<file path="src/rtl/fwd_pkg.sv">
package fwd_pkg;

    typedef enum logic [1:0] {
        FWD_RF  = 2'b00,
        FWD_WB  = 2'b01,
        FWD_MEM = 2'b10
    } fwd_sel_e;

endpackage

</file>
<file path="src/rtl/fwd_hit.sv">
module fwd_hit #(
    parameter int REG_AW = 5
) (
    input  logic [REG_AW-1:0] src,
    input  logic [REG_AW-1:0] dst,
    input  logic              wen,
    output logic              hit
);
    localparam logic [REG_AW-1:0] ZERO_REG = '0;

    // A stage qualifies only if it writes and its target is not the hardwired zero register.
    always_comb begin
        hit = wen && (dst != ZERO_REG) && (dst == src);
    end
endmodule

</file>
<file path="src/rtl/fwd_prio.sv">
module fwd_prio
    import fwd_pkg::*;
(
    input  logic     hit_newer,
    input  logic     hit_older,
    output fwd_sel_e sel
);
    // The memory stage holds the younger result, so it is checked first.
    always_comb begin
        if (hit_newer)      sel = FWD_MEM;
        else if (hit_older) sel = FWD_WB;
        else                sel = FWD_RF;
    end
endmodule

</file>
<file path="src/rtl/operand_mux.sv">
module operand_mux
    import fwd_pkg::*;
#(
    parameter int DATA_W = 32
) (
    input  fwd_sel_e          sel,
    input  logic [DATA_W-1:0] rf_val,
    input  logic [DATA_W-1:0] mem_val,
    input  logic [DATA_W-1:0] wb_val,
    output logic [DATA_W-1:0] op_out
);
    always_comb begin
        case (sel)
            FWD_MEM: op_out = mem_val;
            FWD_WB:  op_out = wb_val;
            default: op_out = rf_val;
        endcase
    end
endmodule

</file>
<file path="src/rtl/fwd_operand_path.sv">
module fwd_operand_path
    import fwd_pkg::*;
#(
    parameter int DATA_W = 32,
    parameter int REG_AW = 5
) (
    input  logic [REG_AW-1:0] ex_rs,
    input  logic [REG_AW-1:0] ex_rt,
    input  logic [REG_AW-1:0] mem_dst,
    input  logic              mem_wen,
    input  logic [REG_AW-1:0] wb_dst,
    input  logic              wb_wen,
    input  logic [DATA_W-1:0] rf_a,
    input  logic [DATA_W-1:0] rf_b,
    input  logic [DATA_W-1:0] mem_result,
    input  logic [DATA_W-1:0] wb_value,
    output logic [1:0]        fwd_a_sel,
    output logic [1:0]        fwd_b_sel,
    output logic [DATA_W-1:0] alu_a,
    output logic [DATA_W-1:0] alu_b
);
    localparam int NUM_OPS = 2;
    localparam int OP_A    = 0;
    localparam int OP_B    = 1;

    logic [REG_AW-1:0] src_v   [NUM_OPS];
    logic [DATA_W-1:0] rf_v    [NUM_OPS];
    logic [DATA_W-1:0] out_v   [NUM_OPS];
    logic              hit_mem [NUM_OPS];
    logic              hit_wb  [NUM_OPS];
    fwd_sel_e          sel_v   [NUM_OPS];

    always_comb begin
        src_v[OP_A] = ex_rs;
        src_v[OP_B] = ex_rt;
        rf_v[OP_A]  = rf_a;
        rf_v[OP_B]  = rf_b;
    end

    // One identical comparison, priority and mux slice per ALU operand.
    for (genvar op = 0; op < NUM_OPS; op++) begin : g_op
        fwd_hit #(.REG_AW(REG_AW)) u_hit_mem (
            .src (src_v[op]),
            .dst (mem_dst),
            .wen (mem_wen),
            .hit (hit_mem[op])
        );

        fwd_hit #(.REG_AW(REG_AW)) u_hit_wb (
            .src (src_v[op]),
            .dst (wb_dst),
            .wen (wb_wen),
            .hit (hit_wb[op])
        );

        fwd_prio u_prio (
            .hit_newer (hit_mem[op]),
            .hit_older (hit_wb[op]),
            .sel       (sel_v[op])
        );

        operand_mux #(.DATA_W(DATA_W)) u_mux (
            .sel     (sel_v[op]),
            .rf_val  (rf_v[op]),
            .mem_val (mem_result),
            .wb_val  (wb_value),
            .op_out  (out_v[op])
        );
    end

    always_comb begin
        fwd_a_sel = sel_v[OP_A];
        fwd_b_sel = sel_v[OP_B];
        alu_a     = out_v[OP_A];
        alu_b     = out_v[OP_B];
    end

    // Port-level consistency checks between the select logic and the data muxes.
    always_comb begin
        assert_sel_legal_R10: assert (fwd_a_sel != 2'b11 && fwd_b_sel != 2'b11)
            else $error("illegal select value");
        assert_mem_data_R2: assert (fwd_a_sel != 2'b10 || alu_a == mem_result)
            else $error("operand A not memory result");
        assert_wb_data_R5: assert (fwd_b_sel != 2'b01 || alu_b == wb_value)
            else $error("operand B not write-back value");
        assert_idle_R1: assert (fwd_a_sel != 2'b00 || alu_a == rf_a)
            else $error("operand A not register file");
        assert_no_wen_R7: assert (mem_wen || wb_wen || (fwd_a_sel == 2'b00 && fwd_b_sel == 2'b00))
            else $error("bypass without any write enable");
        assert_zero_dst_R8: assert (mem_dst != '0 || wb_dst != '0
                                    || (fwd_a_sel == 2'b00 && fwd_b_sel == 2'b00))
            else $error("bypass from register zero");
        assert_same_src_R9: assert (ex_rs != ex_rt || fwd_a_sel == fwd_b_sel)
            else $error("equal sources selected differently");
        assert_wb_never_shadows_R6: assert (fwd_a_sel != 2'b01 || !(mem_wen && mem_dst == ex_rs && mem_dst != '0))
            else $error("older result chosen over newer");
    end
endmodule

</file>
<file path="config.mk">
export PLATFORM = sky130hd
export DESIGN_NAME = fwd_operand_path
export DESIGN_NICKNAME = d
export VERILOG_FILES = /design/src/rtl/fwd_pkg.sv /design/src/rtl/fwd_hit.sv /design/src/rtl/fwd_prio.sv /design/src/rtl/operand_mux.sv /design/src/rtl/fwd_operand_path.sv
export SDC_FILE = /design/constraint.sdc
export NUM_CORES = 1
export LEC_CHECK = 0
export CAP_MARGIN = 10
export CORE_MARGIN = 2
export CORE_UTILIZATION = 29
export DETAILED_ROUTE_END_ITERATION = 7
export MAX_ROUTING_LAYER = met4
export PLACE_DENSITY = 0.8
export SYNTH_ARGS = -nofsm -noshare
export SYNTH_HDL_FRONTEND = slang
export SYNTH_SLANG_ARGS = --single-unit
export TNS_END_PERCENT = 100
</file>
<file path="constraint.sdc">
create_clock -name vclk -period 2.5
set_clock_uncertainty 0.2 [all_clocks]
set_input_delay 0.5 -clock vclk [all_inputs]
set_output_delay 0.5 -clock vclk [all_outputs]
set_load 0.02 [all_outputs]
</file>
==> results.md, run 1 <==
Yosys:
- Synthesis produced 393 cells.
- The summed instance area of the synthesized netlist is 2360 um2.
- The area fraction of the dominant cell type after synthesis is 20.1%.
- Averaged over all synthesized cells, the footprint is 6.00 um2.
- Counting instances in the post-synthesis netlist gives the leading cell types as nor3_1 (64), a31oi_1 (63), o31ai_1 (63).
- The top cell type by total area after synthesis is o31ai_1.
- The count of synthesis-stage warnings from yosys is 0.
- After synthesis, the cell types taking the most area are o31ai_1 (20%), a31oi_1 (17%), nor3_1 (14%), or4_1 (9.9%), nand4_1 (9.0%).
- The net count after synthesis is 543.
- By instance count, the leading cell after synthesis is nor3_1.
- Counting distinct cell types in the post-synthesis netlist gives 26.
- The sequential fraction of the synthesis area is 0%.

Global route:
- The largest net degree at the start of global routing is 33.

CTS:
- For this design, the CTS-stage hold fixing added 0 buffers.

Floorplan:
- The standard-cell row count is 32.
- The initial core utilization is 30.2%.
- Measured along the y axis, the die boundary spans 94.2 um.
- 218 I/O pins were placed.
- The horizontal die dimension is 94.2 um.

Status:
- The flow halted during 5_1_grt.
- The run stopped with a tool error.
- The first error in the log reads "[ERROR DPL-0038] Utilization greater than 100%, impossible to legalize".

Place:
- The worst slack after detailed placement is -1.23 ns.
- At the end of routability-driven placement, the weighted congestion stood at 0.944.
- In this run the tool buffered the top-level ports with 218 buffer cells.
- Summed over all nets, the half-perimeter wirelength after detailed placement is 10700 um.

STA:
- The kind of endpoint with the least setup slack is a top-level output.
- In the global-route stage, repair_timing last flagged the worst endpoint as alu_b[13].
-- what timing repair did --
item / 4_1_cts
pin swaps: 85
cloned: 14
setup endpoints to repair: 68
setup buffers: 23
gates resized for setup: 691
-- kinds of logic after synthesis --
group | synth area share [%]
buf+inv | 17.1
xor+xnor | 7.43
compound gates | 39.3
simple gates | 36.1
-- through the flow --
stage | cell area, um2 | utilization, % | instances | hold slack (ns) | TNS, ns
after global placement | 5520 | 70.7 | 716 | 1.89 | -74.93
after floorplan | 2840 | - | 393 | 1.01 | -6.04
after detailed placement | 5520 | 70.7 | 716 | 1.89 | -76.43
after CTS | 7450 | 95.4 | 753 | 1.50 | -21.29
==> run 2: changes to the inputs <==
--- a/config.mk
+++ b/config.mk
@@ -9,8 +9,7 @@
 export CORE_MARGIN = 2
 export CORE_UTILIZATION = 29
 export DETAILED_ROUTE_END_ITERATION = 7
-export MAX_ROUTING_LAYER = met4
-export PLACE_DENSITY = 0.8
+export PLACE_DENSITY_LB_ADDON = 0.15
 export SYNTH_ARGS = -nofsm -noshare
 export SYNTH_HDL_FRONTEND = slang
 export SYNTH_SLANG_ARGS = --single-unit
==> constraint.sdc (replaced) <==
create_clock -name vclk -period 3.2
set_clock_uncertainty 0.2 [all_clocks]
set_input_delay 0.64 -clock vclk [all_inputs]
set_output_delay 0.64 -clock vclk [all_outputs]
set_load 0.02 [all_outputs]
==> run 2 against run 1 <==
The flow now finishes, with violations (negative setup slack). Area after synthesis unchanged. Synthesized cell count unchanged.
==> results.md, run 2 <==
Floorplan:
- After floorplanning, the core was sized to cover 7810 um2.
- Row generation in the floorplan step produced 32 rows.
- The horizontal die dimension is 94.2 um.
- The vertical extent of the die is 94.2 um.
- Once the floorplan was initialized, standard cells occupied 30.2% of the core.
- The floorplan step defined a die boundary enclosing 8870 um2.
- Pin placement for this block handled 218 I/O pins.

Cells and area:
- The sequential cell count is 0.
- The most frequent standard cell in the layout excluding fill and tap cells is clkdlybuf4s50_1.
- Compared with the post-synthesis result, the final layout area differs by 169%.
- The number of antenna diodes is 0.
- In the layout the commonest cells are clkdlybuf4s50_1 (129), buf_4 (97), a31oi_1 (45).
- The clock buffers instantiated in the layout total 0.
- The number of nets in the layout is 808.
- The area taken by flip-flops and latches is 0 um2.
- The ratio of cells with drive above 1 in the final layout is 43.9%.

Place:
- Input and output buffers added on the ports amount to 218.
- The final HPWL from detailed placement is 10500 um.
- OpenSTA, run right after detailed placement, puts the worst setup slack at -0.768 ns.
- The final estimated routing congestion in global placement is 0.847.

STA:
- The setup TNS is -0.00306 ns.
- Measured against its own limit, the worst slew margin works out to 63.3%.
- The final critical-path share of the clock period is 100%.
- The final number of hold-violating endpoints is 0.
- The worst path in the final design needs a cycle of 3.20 ns, including I/O delays and setup.
- The final number of max-transition violations is 0.
- The transition time of the tightest slew-check pin is 0.546 ns.
- Setup repair after global routing could not meet its margin everywhere.
- Setup violations remaining at the end of the flow were counted as 1.
- Derived from the worst setup path, the maximum achievable clock frequency is 312 MHz.
- The worst setup margin is -0.00306 ns.

Pwr:
- The static power due to leakage is 2.38 nW.
- The power density of the placed cells is 167 nW/um2.
- The peak supply drop is 0.101 mV.
- After layout, the design draws a total of 1.06 mW.

Yosys:
- The most used standard cell by instance count after synthesis is nor3_1.
- Counting every net in the synthesized netlist gives 543.
- In the synthesized netlist, the number of instances is 393.
- By count the netlist is led by nor3_1 (64), a31oi_1 (63), o31ai_1 (63).
- A synthesized cell averages 6.00 um2.
- The count of synthesis-stage warnings from yosys is 0.
- o31ai_1 takes more of the synthesized area than any other cell.
- The summed instance area of the synthesized netlist is 2360 um2.
- Synthesis instantiated 26 different standard cells from the library.
- By area the synthesized netlist is led by o31ai_1 (20%), a31oi_1 (17%), nor3_1 (14%), or4_1 (9.9%), nand4_1 (9.0%).
- After synthesis, the largest area contributor takes up 20.1% of total cell area.
- The share of the Yosys chip area taken by registers is 0%.

Global route:
- Entering global routing, the biggest net connects 39 pins.
- The first global-routing pass estimated 25200 um of wire.
- The combined global-route utilization of all metal layers is 35.7%.
- The number of antenna violations at the first check in global routing was 0.
- The total overflow reported by the global router is 0.
- The number of global-route vias before repair was 4723.

Route:
- The final antenna-violating net count is 0.
- In the routed design, unresolved DRC markers number 0.
- The total wire length after detailed routing is 17800 um.
- The number of vias per cell after detailed routing is 6.47.
- The total iterations of the first detailed-routing run is 6.
- The routed layout has 4907 vias.
- In the final routed layout, each cell accounts on average for 23.5 um.
- The first routing iteration left 354 violations.

Worst setup path:
- The type of destination of the critical path is an output pin.
- The data arrival time of the worst path is 2.36 ns.
- The launching element type of the critical path is a primary input.
- The required time of the critical path is 2.36 ns.
- The critical path class is in2out.
- The largest fanout on the critical path is 8.

Flow run:
- The number of violations of the max-capacitance limit is 0.

Status:
- The checks that failed: negative setup slack.
- The run finished, with violations left.

Hold path:
- The worst hold path was traced through 4 stages.
- The path type of the worst min-delay path is in2out.
run 2: cell counts after synthesis:
No cell type changed its count.
run 2: area by class of cell:
type | count | area (um2)
repair buffers | 327 | 3330
multi-input cells | 294 | 2740
fillers | 473 | 1470
inverters | 35 | 134
well taps | 102 | 128
run 2: worst paths after layout:
check	startpoint	endpoint	slack, ns
worst max-delay path	ex_rt[4]	alu_b[23]	-0.003
worst min-delay path	rf_a[7]	alu_a[7]	1.77
run 2: cell families (layout without fill, tap and decap cells):
logic type / after synthesis / count (layout) / synth area share, %
xor gates and xnor gates: 20 / 20 / 7.43
AOI/OAI and AO/OA: 132 / 132 / 39.3
buffers and inverters: 99 / 362 / 17.1
and+or+nand+nor: 142 / 142 / 36.1
run 2: metal layers:
layer  GRT usage [%]  part of all wire, %  vias to the layer above
met2            63.2                   49                      437
li1                -                    -                     2110
met3            6.50                   11                       93
met1            42.3                   36                     2267
met4            14.4                  4.6                        0
met5               0                    0                        -
run 2: where the power goes:
part	internal [mW]	switching (mW)	total, mW
registers	0	0	0
logic	0.524	0.535	1.06
clock network	0	0	0
total	0.524	0.535	1.06
run 2: worst max-delay path, stage by stage:
cell and delay [ns]:
dlygate4sd2_1 0.26, xor2_1 0.19, buf_4 0.16, nor3_4 0.17, buf_4 0.17, buf_6 0.16
nand4_1 0.15, a31oi_2 0.25, buf_2 0.20
run 2: metrics by stage:
stage	cell area (um2)	instances	util, %	hold slack [ns]
2_1_floorplan	2360	393	-	1.31
3_3_place_gp	5120	726	65.5	2.16
3_5_place_dp	5120	726	65.5	2.15
4_1_cts	5900	755	75.6	1.77
5_1_grt	6330	758	81.1	1.79
6_report	6330	758	81.1	1.77
run 2: timing repair:
action                                  CTS  global route
hold buffers                              0             0
resized for setup                       517            93
buffers inserted                         15             3
cloned                                   15             0
pin swaps                                39            24
endpoints found under the setup margin   68            64
(Power assumes the default switching activity.)
